<file path="src/rtl/ovl_pkg.sv">
package ovl_pkg;
  localparam int ADDR_W    = 14;
  localparam int HALF_BIT  = ADDR_W - 1;
  localparam int REG_IDX_W = 5;
  localparam logic [ADDR_W-1:0] REGWIN_BASE = 14'h3FE0;

  typedef enum logic [1:0] {RT_INT = 2'd0, RT_REG = 2'd1, RT_EXT = 2'd2} route_e;

  typedef struct packed {
    route_e              rt;
    logic [ADDR_W-1:0]   ext_addr;
  } map_t;

  // Page number to external address: bit 13 carries page-1, low bits pass through.
  function automatic logic [ADDR_W-1:0] page_addr(input logic [1:0] page,
                                                   input logic [ADDR_W-1:0] a);
    return {page == 2'd2, a[HALF_BIT-1:0]};
  endfunction

  function automatic map_t map_addr(input logic is_pm, input logic compat,
                                    input logic [ADDR_W-1:0] a,
                                    input logic [1:0] pmo, input logic [1:0] dmo);
    map_t m;
    m.rt = RT_INT;
    m.ext_addr = '0;
    if (is_pm) begin
      if (compat) begin
        if (!a[HALF_BIT]) begin
          m.rt = RT_EXT;
          m.ext_addr = page_addr(2'd1, a);
        end
      end else if (a[HALF_BIT] && pmo != 2'd0) begin
        m.rt = RT_EXT;
        m.ext_addr = page_addr(pmo, a);
      end
    end else begin
      if (a >= REGWIN_BASE) m.rt = RT_REG;
      else if (!a[HALF_BIT] && dmo != 2'd0) begin
        m.rt = RT_EXT;
        m.ext_addr = page_addr(dmo, a);
      end
    end
    return m;
  endfunction
endpackage

</file>
<file path="src/rtl/ovl_regs.sv">
module ovl_regs #(
  parameter int OVL_W = 4
) (
  input  logic             clk,
  input  logic             rst_n,
  input  logic             compat,
  input  logic             wr_en,
  input  logic             wr_sel,
  input  logic [OVL_W-1:0] wr_data,
  output logic [1:0]       pm_ovl,
  output logic [1:0]       dm_ovl,
  output logic             err
);
  localparam logic [OVL_W-1:0] MAX_PAGE = OVL_W'(2);

  logic in_range, compat_block, accept;
  always_comb begin
    in_range     = wr_data <= MAX_PAGE;
    compat_block = compat && !wr_sel && (wr_data != '0);
    accept       = wr_en && in_range && !compat_block;
  end

  always_ff @(posedge clk) begin
    if (!rst_n) begin
      pm_ovl <= 2'd0;
      dm_ovl <= 2'd0;
      err    <= 1'b0;
    end else begin
      err <= wr_en && !accept;
      if (accept && !wr_sel) pm_ovl <= wr_data[1:0];
      if (accept &&  wr_sel) dm_ovl <= wr_data[1:0];
    end
  end

  a_r7_pm_in_range: assert property (@(posedge clk) disable iff (!rst_n) pm_ovl != 2'd3);
  a_r7_dm_in_range: assert property (@(posedge clk) disable iff (!rst_n) dm_ovl != 2'd3);
  a_r7_err_after_write: assert property (@(posedge clk) disable iff (!rst_n)
    err |-> $past(wr_en));
  a_r8_hold_without_write: assert property (@(posedge clk) disable iff (!rst_n)
    !$past(wr_en) |-> ($stable(pm_ovl) && $stable(dm_ovl)));
endmodule

</file>
<file path="src/rtl/ovl_port_map.sv">
module ovl_port_map
  import ovl_pkg::*;
(
  input  logic              req,
  input  logic              is_pm,
  input  logic              compat,
  input  logic [ADDR_W-1:0] addr,
  input  logic [1:0]        pm_ovl,
  input  logic [1:0]        dm_ovl,
  output logic              hit_int,
  output logic              hit_reg,
  output logic              hit_ext,
  output logic [ADDR_W-1:0] ext_addr
);
  map_t m;
  always_comb begin
    m        = map_addr(is_pm, compat, addr, pm_ovl, dm_ovl);
    hit_int  = req && (m.rt == RT_INT);
    hit_reg  = req && (m.rt == RT_REG);
    hit_ext  = req && (m.rt == RT_EXT);
    ext_addr = m.ext_addr;
  end
endmodule

</file>
<file path="src/rtl/ovl_ext_seq.sv">
module ovl_ext_seq #(
  parameter int DATA_W      = 24,
  parameter int AW          = 14,
  parameter int WAIT_STATES = 2
) (
  input  logic              clk,
  input  logic              rst_n,
  input  logic              need_d,
  input  logic              d_is_pm,
  input  logic              d_wr,
  input  logic [AW-1:0]     d_addr,
  input  logic [DATA_W-1:0] d_wdata,
  input  logic              need_f,
  input  logic [AW-1:0]     f_addr,
  input  logic [DATA_W-1:0] ext_din,
  output logic              ready,
  output logic [DATA_W-1:0] d_rdata,
  output logic [DATA_W-1:0] f_rdata,
  output logic [AW-1:0]     ext_addr,
  output logic              ext_pms,
  output logic              ext_dms,
  output logic              ext_rd,
  output logic              ext_wr,
  output logic [DATA_W-1:0] ext_dout
);
  localparam int CNT_W = (WAIT_STATES > 0) ? $clog2(WAIT_STATES + 1) : 1;

  logic              busy, cur_data, cur_pm, cur_wr, done_d, done_f;
  logic [CNT_W-1:0]  cnt;
  logic [AW-1:0]     addr_q;
  logic [DATA_W-1:0] dout_q;
  logic              pend_d, pend_f, start_d, start_f, finish;

  always_comb begin
    pend_d  = need_d && !done_d;
    pend_f  = need_f && !done_f;
    ready   = !pend_d && !pend_f;
    start_d = !busy && pend_d;
    start_f = !busy && !pend_d && pend_f;
    finish  = busy && (cnt == '0);
  end

  always_ff @(posedge clk) begin
    if (!rst_n) begin
      busy <= 1'b0; cur_data <= 1'b0; cur_pm <= 1'b0; cur_wr <= 1'b0;
      done_d <= 1'b0; done_f <= 1'b0; cnt <= '0;
      addr_q <= '0; dout_q <= '0; d_rdata <= '0; f_rdata <= '0;
    end else begin
      if (start_d || start_f) begin
        busy     <= 1'b1;
        cnt      <= CNT_W'(WAIT_STATES);
        cur_data <= start_d;
        cur_pm   <= start_d ? d_is_pm : 1'b1;
        cur_wr   <= start_d && d_wr;
        addr_q   <= start_d ? d_addr : f_addr;
        dout_q   <= (start_d && d_wr) ? d_wdata : '0;
      end else if (busy) begin
        if (cnt == '0) busy <= 1'b0;
        else           cnt  <= cnt - 1'b1;
      end
      if (finish) begin
        if (cur_data) begin done_d <= 1'b1; d_rdata <= ext_din; end
        else          begin done_f <= 1'b1; f_rdata <= ext_din; end
      end
      if (ready) begin
        done_d <= 1'b0;
        done_f <= 1'b0;
      end
    end
  end

  always_comb begin
    ext_pms  = busy && cur_pm;
    ext_dms  = busy && !cur_pm;
    ext_rd   = busy && !cur_wr;
    ext_wr   = busy && cur_wr;
    ext_addr = busy ? addr_q : '0;
    ext_dout = (busy && cur_wr) ? dout_q : '0;
  end

  a_r9_one_select: assert property (@(posedge clk) disable iff (!rst_n)
    $onehot0({ext_pms, ext_dms}));
  a_r9_one_dir: assert property (@(posedge clk) disable iff (!rst_n)
    $onehot0({ext_rd, ext_wr}));
  a_r9_addr_held: assert property (@(posedge clk) disable iff (!rst_n)
    (busy && $past(busy)) |-> $stable(ext_addr));
  a_r9_stall_while_busy: assert property (@(posedge clk) disable iff (!rst_n)
    busy |-> !ready);
  a_r10_data_before_fetch: assert property (@(posedge clk) disable iff (!rst_n)
    (busy && !cur_data) |-> (done_d || !need_d));
endmodule

</file>
<file path="src/rtl/ovl_addr_ctrl.sv">
module ovl_addr_ctrl
  import ovl_pkg::*;
#(
  parameter int PM_W        = 24,
  parameter int OVL_W       = 4,
  parameter int WAIT_STATES = 2
) (
  input  logic                 clk,
  input  logic                 rst_n,
  input  logic                 compat_mode,
  input  logic                 fetch_req,
  input  logic [ADDR_W-1:0]    fetch_addr,
  output logic [PM_W-1:0]      fetch_rdata,
  input  logic                 acc_req,
  input  logic                 acc_pm,
  input  logic                 acc_wr,
  input  logic [ADDR_W-1:0]    acc_addr,
  input  logic [PM_W-1:0]      acc_wdata,
  output logic [PM_W-1:0]      acc_rdata,
  input  logic                 ovl_we,
  input  logic                 ovl_sel,
  input  logic [OVL_W-1:0]     ovl_wdata,
  output logic                 ovl_err,
  output logic                 core_ready,
  output logic                 ram_fetch_en,
  output logic                 ram_pmdata_en,
  output logic                 ram_dm_en,
  output logic                 regwin_en,
  output logic [REG_IDX_W-1:0] regwin_idx,
  output logic [ADDR_W-1:0]    ext_addr,
  output logic                 ext_pms,
  output logic                 ext_dms,
  output logic                 ext_rd,
  output logic                 ext_wr,
  output logic [PM_W-1:0]      ext_dout,
  input  logic [PM_W-1:0]      ext_din
);
  logic [1:0]        pm_ovl, dm_ovl;
  logic              f_int, f_reg, f_ext, d_int, d_reg, d_ext;
  logic [ADDR_W-1:0] f_xaddr, d_xaddr;

  ovl_regs #(.OVL_W(OVL_W)) regs_i (
    .clk(clk), .rst_n(rst_n), .compat(compat_mode),
    .wr_en(ovl_we), .wr_sel(ovl_sel), .wr_data(ovl_wdata),
    .pm_ovl(pm_ovl), .dm_ovl(dm_ovl), .err(ovl_err));

  ovl_port_map fetch_map_i (
    .req(fetch_req), .is_pm(1'b1), .compat(compat_mode), .addr(fetch_addr),
    .pm_ovl(pm_ovl), .dm_ovl(dm_ovl),
    .hit_int(f_int), .hit_reg(f_reg), .hit_ext(f_ext), .ext_addr(f_xaddr));

  ovl_port_map acc_map_i (
    .req(acc_req), .is_pm(acc_pm), .compat(compat_mode), .addr(acc_addr),
    .pm_ovl(pm_ovl), .dm_ovl(dm_ovl),
    .hit_int(d_int), .hit_reg(d_reg), .hit_ext(d_ext), .ext_addr(d_xaddr));

  ovl_ext_seq #(.DATA_W(PM_W), .AW(ADDR_W), .WAIT_STATES(WAIT_STATES)) seq_i (
    .clk(clk), .rst_n(rst_n),
    .need_d(d_ext), .d_is_pm(acc_pm), .d_wr(acc_wr), .d_addr(d_xaddr), .d_wdata(acc_wdata),
    .need_f(f_ext), .f_addr(f_xaddr), .ext_din(ext_din),
    .ready(core_ready), .d_rdata(acc_rdata), .f_rdata(fetch_rdata),
    .ext_addr(ext_addr), .ext_pms(ext_pms), .ext_dms(ext_dms),
    .ext_rd(ext_rd), .ext_wr(ext_wr), .ext_dout(ext_dout));

  always_comb begin
    ram_fetch_en  = f_int && core_ready;
    ram_pmdata_en = d_int && acc_pm && core_ready;
    ram_dm_en     = d_int && !acc_pm && core_ready;
    regwin_en     = d_reg && core_ready;
    regwin_idx    = acc_addr[REG_IDX_W-1:0];
  end

  a_r3_data_one_target: assert property (@(posedge clk) disable iff (!rst_n)
    $onehot0({ram_pmdata_en, ram_dm_en, regwin_en}));
  a_r3_fetch_never_regwin: assert property (@(posedge clk) disable iff (!rst_n)
    !f_reg);
  a_r5_compat_pm_zero: assert property (@(posedge clk) disable iff (!rst_n)
    compat_mode |-> (pm_ovl == 2'd0));
  a_r9_strobe_stalls_core: assert property (@(posedge clk) disable iff (!rst_n)
    (ext_pms || ext_dms) |-> !core_ready);
endmodule

</file>
<file path="config.mk">
export PLATFORM = sky130hd
export DESIGN_NAME = ovl_addr_ctrl
export DESIGN_NICKNAME = d
export VERILOG_FILES = /design/src/rtl/ovl_pkg.sv /design/src/rtl/ovl_regs.sv /design/src/rtl/ovl_port_map.sv /design/src/rtl/ovl_ext_seq.sv /design/src/rtl/ovl_addr_ctrl.sv
export SDC_FILE = /design/constraint.sdc
export NUM_CORES = 1
export LEC_CHECK = 0
export ABC_AREA = 1
export BUFFER_PORTS_ARGS = -buffer_cell sky130_fd_sc_hd__buf_2
export CAP_MARGIN = 0
export CORE_ASPECT_RATIO = 0.9
export CORE_UTILIZATION = 43
export CTS_BUF_LIST = sky130_fd_sc_hd__clkbuf_4 sky130_fd_sc_hd__clkbuf_8 sky130_fd_sc_hd__clkbuf_16
export CTS_CLUSTER_DIAMETER = 100
export DETAILED_ROUTE_END_ITERATION = 10
export PLACE_DENSITY = 0.76
export SLEW_MARGIN = 20
export SYNTH_ARGS = -nofsm -noshare
export SYNTH_HDL_FRONTEND = slang
export SYNTH_SLANG_ARGS = --single-unit
export TNS_END_PERCENT = 5
</file>
<file path="constraint.sdc">
create_clock -name clk -period 1.55 [get_ports clk]
set_clock_uncertainty 0.15 [all_clocks]
set_input_delay 0.31 -clock clk [delete_from_list [all_inputs] [get_ports clk]]
set_output_delay 0.31 -clock clk [all_outputs]
set_load 0.01 [all_outputs]
</file>
## Word-level counts from Yosys, hierarchy flattened

Index checks and enable logic that the tools add are counted.

| operators by class | value |
|---|---|
| $add $sub $neg | 1 |
| order comparisons | 2 |
| eq/ne operators | 6 |
| multiplexer cells | 21 |
| bitwise operators | 3 |
| reductions and logical operators | 59 |

Operators with widths:

| kind | number |
|---|---|
| $mux 16 | 8 |
| $mux 24 | 2 |
| $mux 14 | 3 |
| $logic_and 1x1->1 | 33 |
| $ge 14x14->1 const B | 1 |
| $logic_not 1->1 | 12 |
| $eq 2x2->1 const B | 4 |
| $mux 2 | 4 |
| $reduce_and 2->1 | 4 |
| $logic_not 2->1 | 3 |
| $reduce_bool 2->1 | 3 |
| $le 4x2->1 const B | 1 |
| $mux 1 | 4 |
| $reduce_bool 4->1 | 1 |
| $reduce_or 2->1 | 2 |
| $not 1->1 | 3 |
| $eq 2x1->1 const B | 1 |
| $ne 2x2->1 const B | 1 |
| $sub 2x1->2 const B | 1 |
| $logic_or 1x1->1 | 1 |

| storage, ports and cells | value |
|---|---|
| flip-flop bits (word level) | 99 |
| input port bits | 89 |
| output and inout port bits | 101 |
| word-level logic and storage cells | 107 |

## Logic depth before layout (Yosys ltp)

Gate-level depths: netlist (run 1).

| depth | value |
|---|---|
| word-level depth | 14 |
| depth in mapped cells | 11 |
| mapped depth without buffers | 10 |

## Hierarchy

Synthesis (run 1) repeated with hierarchy kept, for this count alone.

| second synthesis, totals | value |
|---|---|
| cells, all modules | 728 |
| area total of the unflattened synthesis | 4834.6 sq um |

Modules (own cells, without submodules):

| module | instances | cells each | area each (sq um) | sequential area each (sq um) |
|---|---|---|---|---|
| ovl_ext_seq | 1 | 561 | 4015.1 | 1881.8 |
| ovl_port_map | 2 | 58 | 246.5 | 0.0 |
| ovl_regs | 1 | 37 | 255.2 | 100.1 |
| ovl_addr_ctrl | 1 | 14 | 71.3 | 0.0 |

## Least setup slack after synthesis (run 1)

Ideal clock, no wire load.

| path | value |
|---|---|
| path type | register to output |
| start point | reg regs_i.pm_ovl[1] |
| end point | out ram_pmdata_en |
| arrival | 1.213 ns |
| data required time | 1.090 ns |
| slack | -0.123 ns |
| stages on the path, launching flop included | 7 |
| path buffers | 1 |
| path through | dfxtp_1 -> o21ai_1 -> nand2_1 -> nand2_2 -> nand2_4 -> buf_2 -> nor4_1 |

| on the way | value |
|---|---|
| word-level cells in the longest chain between the ends | 11 |
| elaborated cells between the ends (all ways) | 21 |
| those cells by class | eq/ne (2); mux (5); reduce/logical (14) |

Ends and longest elaborated chain:

| element | line | source |
|---|---|---|
| start: declaration | ovl_regs.sv:10 | `output logic [1:0] pm_ovl,` |
| start signal: assignment | ovl_regs.sv:30 | `if (accept && !wr_sel) pm_ovl <= wr_data[1:0];` |
| $reduce_bool 2->1 * | ovl_pkg.sv:32 | `end else if (a[HALF_BIT] && pmo != 2'd0) begin` |
| $logic_and 1x1->1 | ovl_pkg.sv:32 |  |
| $mux 16 | ovl_pkg.sv:32 |  |
| $mux 16 | ovl_pkg.sv:27 | `if (compat) begin` |
| $mux 16 | ovl_pkg.sv:26 | `if (is_pm) begin` |
| $eq 2x2->1 | ovl_port_map.sv:20 | `hit_ext = req && (m.rt == RT_EXT);` |
| $logic_and 1x1->1 | ovl_port_map.sv:20 |  |
| $logic_and 1x1->1 | ovl_ext_seq.sv:35 | `pend_d = need_d && !done_d;` |
| $logic_not 1->1 | ovl_ext_seq.sv:37 | `ready = !pend_d && !pend_f;` |
| $logic_and 1x1->1 | ovl_ext_seq.sv:37 |  |
| $logic_and 1x1->1 * | ovl_addr_ctrl.sv:67 | `ram_pmdata_en = d_int && acc_pm && core_ready;` |
| end: declaration | ovl_addr_ctrl.sv:26 | `output logic ram_pmdata_en,` |

Mark *: on every way between the ends. The rest lies on a longest branch, timed or not.

## Worst setup path in the final report (run 1)

Same ends and word-level chain as after synthesis.

==> results.txt, run 1 <==
Yosys reg bits: 99
Rows: 34
Initial antenna violation count: 0
Worst Path Arrival: 1.47 ns
Clk buf depth: 2
Clock sink count: 99
GR Overflow Total: 0
Sequential fraction of the synthesis area: 44.3%
Worst min-delay path class: input port to flop
Status: finished, violations left
Most frequent CP cell: nand2_4
Root buffer cell: clkbuf_16
GRT Total Usage: 20.5%
Total core area: 0.00987 mm2
Fin area: 0.00624 mm2
Height of the die: 98.7 um
Fin. Hold Viols: 0
Relative max-transition margin: 80.7%
Hold buffers post-CTS: 0
Detail Route Antenna Nets: 0
Maximum VDD drop: 730 uV
Crit-path max FO: 6
Worst R2R Setup Slack: -0.18 ns
Layout area overhead: 39.5%
IO Count: 190
Syn Nets: 726
Htree depth: 3
Syn_area_per_cell: 7.02 um2
Crit path capture type: primary output
First-pass DRT Iterations: 4
Placed cell areas: 0.00580 mm2
Largest net degree at the start of global routing: 50
DRT iter0 DRCs: 156
Total power: 5.66 mW
Synth Cell Area: 0.00447 mm2
Initial Util: 45.3%
Ant diodes: 0
TritonCTS Buffers: 9
Final period util: 125%
Clock transition at path regs: 0.07 ns
Combinational share of power: 13.5%
Reg2reg start: regs_i.pm_ovl[1]
RSZ-0062 raised after global routing: true
CP peak stage delay: 0.33 ns
Post-DP HPWL: 8.27 mm
Failing checks: negative setup slack
Internal: 4.24 mW
First-pass GRT wire length: 17.8 mm
Synth cell types: 31
Fillers: 930
CP startpoint: regs_i.pm_ovl[1]
Slowest library cell on the worst path: dfxtp_2
R2R depth: 11
Fin. max-slew vios: 0
Clock group share of total power: 39.2%
Die X: 109 um
Nets: 932
CTS tree: yes
Vias in the first global route: 3986
Via count: 4542
Routed WL per cell: 11.5 um
Core Util, Final: 63.2%
Layout Cells excl Fill: 973
Crit path to: ram_pmdata_en
Synthesized instance count: 637
RePlAce Congestion: 0.820
Clk Latency, worst-skew pair: 0.33 ns
Critical R2R Capture: seq_i.dout_q[0]
Startpoint types: flop
Setup ws final: -0.381 ns
Reg power frac: 47.3%
Max cap viols: 0
Placed cells: 954
Maximum clock frequency: 518 MHz
CP Cell Sequence: o21ai_1, nand2_1, nand2_2, nand2_4, nand2_4, nand2_8, nor4_4, buf_2
Psw: 1.42 mW
Yosys warnings: 0
Static leakage: 3.21 nW
Hold Slack: 0.0610 ns
WS Path Type: flop to primary output
Worst path required time: 1.09 ns
DIE AREA: 0.0108 mm2
Min Tclk post-route: 1.93 ns
Pwr/cell area: 908 mW/mm2
Routed WL: 11.2 mm
Least-Margin Pin Slew: 0.289 ns
PortBufs: 189
Switching Share: 25.2%
Vias per inst: 4.67
Setup violations, final: 93
Layout cells sized above 1: 34.4%
Detailed-route DRC error count: 0
-- critical path: cells and delay by family (launching register included) --
kind,cells,cell delay (ns)
simple gates,6,0.53
compound gates,1,0.11
flops,1,0.33
buf+inv,1,0.17
-- worst min-delay path by stage --
stage	slack, ns	endpoint	cells after the start	from
floorplan	0.28	seq_i.done_f	2	seq_i.done_f
global placement	0.28	seq_i.f_rdata[16]	2	seq_i.f_rdata[16]
detailed placement	0.28	seq_i.f_rdata[23]	2	seq_i.f_rdata[23]
CTS	0.05	seq_i.dout_q[4]	3	acc_wdata[4]
global route	0.06	seq_i.dout_q[20]	3	acc_wdata[20]
finish	0.06	seq_i.dout_q[20]	3	acc_wdata[20]
-- cell type report --
cell class,instances,area (um2),share of cell area (%)
clock buffer,10,233,3.73
tap,126,158,2.53
multi-input combinational,357,1840,29.6
clock inverter,5,62.6,1.00
sequential,99,1990,31.8
timing repair buffer,236,1430,22.9
inverter,140,526,8.43
-- power by group through the flow --
stage | clock network [mW] | logic, mW | registers, mW
2_1_floorplan | 0 | 0.356 | 2.76
5_1_grt | 2.38 | 0.851 | 2.69
6_report | 2.22 | 0.765 | 2.68
3_3_place_gp | 0 | 0.731 | 2.73
4_1_cts | 2.28 | 0.756 | 2.68
3_5_place_dp | 0 | 0.735 | 2.73
-- logic make-up after synthesis --
logic type / synth area share, %
AND/OR/NAND/NOR: 22.4
buffers and inverters: 16.4
AO/OA/AOI/OAI: 16.8
flip-flops: 44.3
-- synth_stat cells (all sizes together) --
cell	instances	area (um2)
buf	21	134
dfxtp	99	1980
nand3b	2	15.0
clkbuf	20	75.1
nor2	53	225
o211ai	1	12.5
nand4	16	100
a31oi	1	6.26
nor4	2	12.5
nand2	90	379
nand3	50	255
a21boi	1	7.51
inv	140	526
a21oi	58	294
nor3	2	10.0
or2	1	6.26
o21ai	80	430
-- flip-flops by register name, summed over array words and instances (netlist names), 2 cells and up --
name           count
seq_i.d_rdata     24
seq_i.dout_q      24
seq_i.f_rdata     24
seq_i.addr_q      14
regs_i.dm_ovl      2
regs_i.pm_ovl      2
seq_i.cnt          2
-- per-layer routing --
layer | global-route usage (%) | vias up | wire (um)
met3 | 7.08 | 4 | 853
met5 | 0 | - | 0
met1 | 25.7 | 2003 | 5210
met4 | 3.08 | 0 | 43
met2 | 34.5 | 144 | 5090
li1 | - | 2391 | -
-- layout by cell type (no fill, tap or decap), drive strengths merged --
| cell | count |
|---|---|
| a21boi | 1 |
| dfxtp | 99 |
| clkinv | 1 |
| a21oi | 58 |
| or2 | 1 |
| buf | 236 |
| o21ai | 80 |
| inv | 141 |
| o211ai | 1 |
| nand3b | 2 |
| nor2 | 53 |
| clkbuf | 10 |
| nor4 | 2 |
| nand3 | 50 |
| bufinv | 1 |
| nand2 | 90 |
| a31oi | 1 |
| clkinvlp | 2 |
| nand4 | 16 |
| nor3 | 2 |
-- through the flow --
stage	setup TNS [ns]	worst slack, ns
final	-12.75	-0.381
after global routing	-20.34	-0.462
after CTS	-12.20	-0.375
after detailed placement	-6.44	-0.186
after global placement	-5.92	-0.156
after floorplan	-0.0509	-0.0301
-- timing repair --
item                                    4_1_cts  5_1_grt
buffers inserted                              3        1
pin swaps                                     3        2
endpoints found under the setup margin       89       93
gates resized for setup                       9       22
Note: power is estimated with default switching activity, not from simulation.
==> run 2, diff against run 1 <==
--- a/config.mk
+++ b/config.mk
@@ -6,7 +6,7 @@
 export NUM_CORES = 1
 export LEC_CHECK = 0
 export ABC_AREA = 1
-export BUFFER_PORTS_ARGS = -buffer_cell sky130_fd_sc_hd__buf_2
+export BUFFER_PORTS_ARGS = -buffer_cell sky130_fd_sc_hd__buf_4
 export CAP_MARGIN = 0
 export CORE_ASPECT_RATIO = 0.9
 export CORE_UTILIZATION = 43
==> run 2 against run 1 <==
The flow still finishes with violations (negative setup slack). Clock power is essentially flat. Die area stayed put. Design area up 5.7%. Total power increased by 1.4%. Via count grew 2.9%. Critical path depth did not move. Flip-flop and latch count is the same. Non-clock buffer count down 12. Cell count is 1.2% lower.
==> results.txt, run 2 (same netlist as run 1, synthesis figures left out) <==
Status: finished, violations left
Failing checks: negative setup slack
Met2 Resource Use GR: 38.7% (+4.2 points)
PortBufs: 189 (unchanged)
Pwr/cell area: 871 mW/mm2 (-4.1%)
Routed WL per cell: 12.8 um (+12%)
IO Count: 190 (unchanged)
Initial Util: 45.3% (unchanged)
Min Tclk post-route: 1.95 ns (+0.0227 ns)
Die X: 109 um (unchanged)
RePlAce Congestion: 0.850 (+3.6%)
Ant diodes: 0 (unchanged)
Hold EP: seq_i.dout_q[7]
Reg2reg start: regs_i.pm_ovl[1]
Largest registers: seq_i.d_rdata: 24 flops, seq_i.dout_q: 24 flops, seq_i.f_rdata: 24 flops
Largest net degree at the start of global routing: 50 (unchanged)
Most frequent CP cell: nand2_4
Setup TNS: -12.61 ns (+0.137 ns)
Max cap viols: 0 (unchanged)
Total power: 5.74 mW (+1.4%)
Clock sink count: 99 (unchanged)
Maximum VDD drop: 757 uV (+3.7%)
DIE AREA: 0.0108 mm2 (unchanged)
Commonest non-fill, non-tap cell in the layout: buf_4
R2R depth: 11 (unchanged)
CTS tree: yes
Layout area overhead: 47.5%
Height of the die: 98.7 um (unchanged)
RSZ-0062 raised after global routing: true
Initial antenna violation count: 0 (unchanged)
Htree depth: 3 (unchanged)
First-pass GRT wire length: 19.7 mm (+11%)
TritonCTS Buffers: 9 (unchanged)
Via count: 4673 (+2.9%)
Routed WL: 12.3 mm (+10%)
Root buffer cell: clkbuf_16
Busiest layer in global routing: met2
Critical R2R Capture: seq_i.dout_q[20]
GR Layer Usage met3: 6.88% (-0.20 points)
Vias in the first global route: 4318 (+8.3%)
Worst R2R Setup Slack: -0.19 ns (about the same)
Worst Path Arrival: 1.49 ns (+0.02 ns)
CP peak stage delay: 0.32 ns (about the same)
Static leakage: 3.21 nW (-0.14%)
Layout Cells excl Fill: 961 (-1.2%)
Hold buffers post-CTS: 0 (unchanged)
Commonest cells after routing, fill and taps aside: buf_4, inv_1, dfxtp_1, nand2_1, o21ai_0
Worst Hold Depth: 3 (unchanged)
CP Cell Sequence: o21ai_1, nand2_1, nand2_2, nand2_4, nand2_4, nand2_8, nor4_2, buf_4
Nets: 920 (-1.3%)
DRT iter0 DRCs: 193 (+24%)
GRT Total Usage: 22.8% (+2.3 points)
Hold path startpoint: acc_wdata[7]
Crit-path max FO: 7 (+1)
GR Overflow Total: 0 (unchanged)
Detail Route Antenna Nets: 0 (unchanged)
Hold Slack: 0.0703 ns (+0.00930 ns)
Setup Slack @ Placement: -0.268 ns (-0.0828 ns)
Clk Latency, worst-skew pair: 0.33 ns (about the same)
Startpoint types: flop
Least-Margin Pin Slew: 0.396 ns (+0.107 ns)
Crit path capture type: primary output
Total core area: 0.00987 mm2 (unchanged)
First-pass DRT Iterations: 4 (unchanged)
Maximum clock frequency: 512 MHz (-1.2%)
Worst path required time: 1.09 ns (about the same)
Worst min-delay path class: input port to flop
Vias per inst: 4.86 (+4.2%)
Placed cells: 942 (-1.3%)
Slowest library cell on the worst path: dfxtp_2
Post-DP HPWL: 9.08 mm (+9.7%)
Clk buf depth: 2 (unchanged)
Detailed-route DRC error count: 0 (unchanged)
Setup ws final: -0.404 ns (-0.0227 ns)
Fin. Hold Viols: 0 (unchanged)
Relative max-transition margin: 73.3% (-7.3 points)
Layout cells sized above 1: 34.7% (+0.37 points)
WS Path Type: flop to primary output
Met1 Use GR: 27.4% (+1.8 points)
Rows: 34 (unchanged)
Final period util: 126% (+1.5 points)
Setup violations, final: 88 (-5.4%)
Fin. max-slew vios: 0 (unchanged)
Clock transition at path regs: 0.07 ns (about the same)
-- run 2: changes by cell type in the layout (fill, tap and decap cells not counted), moves of 2 or more --
cell and delta:
buf_2 -186, buf_4 +176, nor2_2 +8, nor2_1 -7, buf_12 -3, o21ai_0 +3
inv_1 -2, o21ai_1 -2
-- run 2: layer usage --
metal,up-vias,share of wire (%)
met1,2122,41
met4,0,1.3
li1,2363,-
met2,170,49
met5,-,0
met3,18,8.6
-- run 2: timing repair --
item	CTS	global route
pin swaps	4	1
endpoints found under the setup margin	90	89
resized for setup	22	18
setup buffers	4	0
-- run 2: worst max-delay path by stage --
stage	to	start	depth (start not counted)	slack (ns)
after global routing	ram_pmdata_en	regs_i.pm_ovl[0]	8	-0.47
after global placement	ram_pmdata_en	compat_mode	9	-0.17
after CTS	ram_pmdata_en	regs_i.pm_ovl[0]	8	-0.38
final	ram_pmdata_en	regs_i.pm_ovl[0]	8	-0.40
after floorplan	ram_dm_en	regs_i.pm_ovl[1]	6	-0.03
after detailed placement	seq_i.dout_q[20]	compat_mode	10	-0.27
-- run 2: critical path, delay by kind of cell (launching register included) --
| kind | cells | cell delay, ns |
|---|---|---|
| DFF | 1 | 0.32 |
| and+or+nand+nor | 6 | 0.54 |
| AOI/OAI and AO/OA | 1 | 0.13 |
| buffers and inverters | 1 | 0.17 |
-- run 2: stage by stage --
stage	cell area, um2	util (%)
after floorplan	4480	-
after global placement	6150	62.3
after detailed placement	6150	62.3
after CTS	6540	66.3
after global routing	6590	66.8
final	6590	66.8
-- run 2: layout make-up --
class                      count  area [um2]
sequential                    99        1990
clock inverter                 5        62.6
timing repair buffer         224        1770
inverter                     140         528
clock buffer                  10         233
multi-input combinational    357        1850
fill                         865        3280
tap                          126         158
-- run 2: where the power goes --
| group | internal [mW] | leakage, nW | switching [mW] |
|---|---|---|---|
| clock | 1.27 | 0.139 | 0.948 |
| sequential | 2.63 | 0.804 | 0.0578 |
| combinational | 0.410 | 2.26 | 0.428 |
==> run 3, diff against run 2 <==
--- a/config.mk
+++ b/config.mk
@@ -5,7 +5,6 @@
 export SDC_FILE = /design/constraint.sdc
 export NUM_CORES = 1
 export LEC_CHECK = 0
-export ABC_AREA = 1
 export BUFFER_PORTS_ARGS = -buffer_cell sky130_fd_sc_hd__buf_4
 export CAP_MARGIN = 0
 export CORE_ASPECT_RATIO = 0.9
@@ -17,5 +16,6 @@
 export SLEW_MARGIN = 20
 export SYNTH_ARGS = -nofsm -noshare
 export SYNTH_HDL_FRONTEND = slang
+export SYNTH_HIERARCHICAL = 1
 export SYNTH_SLANG_ARGS = --single-unit
 export TNS_END_PERCENT = 5
==> run 3 against run 2 <==
The flow still finishes with violations (negative setup slack). Fmax is 13% lower. Total power is 4.3% lower. Cell count is 11% lower. Sequential share of layout area decreased by 0.55 points. Combinational power fell by 22%. Largest power group unchanged. Highest routed layer unchanged.
==> results.txt, run 3 <==
Status: finished, violations left
Failing checks: negative setup slack
Synth Cell Area: 0.00449 mm2 (+0.45%)
Height of the die: 98.9 um (+0.22%)
Worst Path Arrival: 1.80 ns (+0.31 ns)
DRT iter0 DRCs: 300 (+55%)
First-pass GRT wire length: 19.2 mm (-2.7%)
Rows: 35 (+2.9%)
PortBufs: 189 (unchanged)
First-pass DRT Iterations: 4 (unchanged)
Worst path required time: 1.09 ns (about the same)
Layout cells sized above 1: 42.2% (+7.5 points)
Setup TNS: -28.25 ns (-15.64 ns)
Hold EP: seq_i/dout_q[10]
Setup ws final: -0.706 ns (-0.303 ns)
Startpoint types: flop
Worst R2R Setup Slack: -0.50 ns (-0.31 ns)
Placed cells: 831 (-12%)
Pwr/cell area: 819 mW/mm2 (-6.0%)
Reg2reg start: regs_i/pm_ovl[1]
Maximum clock frequency: 443 MHz (-13%)
Clock sink count: 99 (unchanged)
WS Path Type: flop to primary output
CTS tree: yes
Crit path capture type: primary output
RePlAce Congestion: 0.859 (+1.1%)
Max cap viols: 0 (unchanged)
Initial Util: 44.0% (-1.3 points)
Commonest cells after routing, fill and taps aside: buf_4, dfxtp_1, nand2_1, nand3_1, o21ai_0
R2R depth: 8 (-3)
TritonCTS Buffers: 9 (unchanged)
Commonest non-fill, non-tap cell in the layout: buf_4
Htree depth: 3 (unchanged)
Root buffer cell: clkbuf_16
Die X: 110 um (+0.22%)
Detailed-route DRC error count: 0 (unchanged)
Worst Hold Depth: 2 (-1)
Layout Cells excl Fill: 851 (-11%)
Routed WL per cell: 14.7 um (+14%)
Maximum VDD drop: 610 uV (-19%)
Largest registers: seq_i/d_rdata: 24 flops, seq_i/dout_q: 24 flops, seq_i/f_rdata: 24 flops
Nets: 807 (-12%)
DIE AREA: 0.0109 mm2 (+0.44%)
Post-DP HPWL: 8.91 mm (-1.8%)
Min Tclk post-route: 2.26 ns (+0.303 ns)
Fin. Hold Viols: 0 (unchanged)
Routed WL: 12.5 mm (+1.3%)
Fillers: 854 (-1.3%)
Hold path startpoint: acc_wdata[10]
Detail Route Antenna Nets: 0 (unchanged)
Largest net degree at the start of global routing: 52 (+4.0%)
RSZ-0062 raised after global routing: true
Synthesized instance count: 526 (-17%)
Total core area: 0.0102 mm2 (+3.4%)
GRT Total Usage: 22.5% (-0.24 points)
Syn_area_per_cell: 8.54 um2 (+22%)
Layout area overhead: 49.4%
Clk Latency, worst-skew pair: 0.34 ns (about the same)
Yosys warnings: 6 (+6)
Vias in the first global route: 4113 (-4.7%)
Vias per inst: 5.22 (+7.3%)
Ant diodes: 0 (unchanged)
Final period util: 146% (+20 points)
Clock transition at path regs: 0.07 ns (about the same)
Via count: 4440 (-5.0%)
Clk buf depth: 2 (unchanged)
GR Overflow Total: 0 (unchanged)
Critical R2R Capture: seq_i/dout_q[21]
Fin. max-slew vios: 0 (unchanged)
Core Util, Final: 65.7% (-1.1 points)
Worst min-delay path class: input port to flop
IO Count: 190 (unchanged)
Initial antenna violation count: 0 (unchanged)
Static leakage: 2.97 nW (-7.4%)
Crit-path max FO: 5 (-2)
Setup violations, final: 93 (+5.7%)
[run 3: power by group]
part           leakage, nW  switching, mW  internal (mW)
Sequential           0.801         0.0232           2.59
Clock                0.139          0.966           1.27
Combinational         2.03          0.306          0.346
[run 3: critical path, cell delays in order (launching register included)]
cell and delay [ns]:
dfxtp_2 0.33, o21bai_1 0.13, mux2i_1 0.09, a21o_1 0.18
nor2b_4 0.14, nor2b_4 0.14, nor2_4 0.15, and3_4 0.20
buf_6 0.09
[run 3: worst max path at each step]
stage / from / endpoint / slack [ns] / cells after the start
after floorplan: compat_mode / seq_i/dout_q[10] / -0.39 / 10
after global placement: acc_pm / ram_dm_en / -0.56 / 9
after detailed placement: acc_pm / ram_dm_en / -0.67 / 9
after CTS: regs_i/pm_ovl[1] / ram_dm_en / -0.69 / 8
after global routing: regs_i/pm_ovl[1] / regwin_en / -0.75 / 8
final: regs_i/pm_ovl[1] / ram_pmdata_en / -0.71 / 8
[run 3: layer usage]
metal / up-vias / GRT usage (%) / share of wire [%]
li1: 2226 / - / -
met4: 0 / 8.51 / 1.6
met5: - / 0 / 0
met3: 16 / 8.20 / 9.0
met1: 2041 / 26.1 / 41
met2: 157 / 37.7 / 48
[run 3: area by class of cell]
type,count,area (um2),area share [%]
Inverter,6,22.5,0.336
Clock inverter,5,62.6,0.933
Sequential cell,99,1990,29.6
Timing Repair Buffer,228,1900,28.4
Clock buffer,10,233,3.47
Multi-Input combinational cell,374,2340,34.9
Tap cell,129,161,2.41
[run 3: stage by stage]
| stage | power [mW] | hold WS, ns | worst slack [ns] | area [um2] |
|---|---|---|---|---|
| after floorplan | 2.93 | 0.286 | -0.386 | 4520 |
| after global placement | 3.27 | 0.295 | -0.563 | 6160 |
| after detailed placement | 3.29 | 0.303 | -0.673 | 6160 |
| after CTS | 5.55 | 0.0109 | -0.692 | 6670 |
| after global routing | 5.70 | 0.0165 | -0.751 | 6710 |
| final | 5.50 | 0.0224 | -0.706 | 6710 |
[run 3: repair_timing]
action | in CTS | in global routing
pin swaps | 39 | 11
setup buffers | 5 | 0
hold buffers | 0 | 0
endpoints found under the setup margin | 93 | 110
resized for setup | 49 | 14
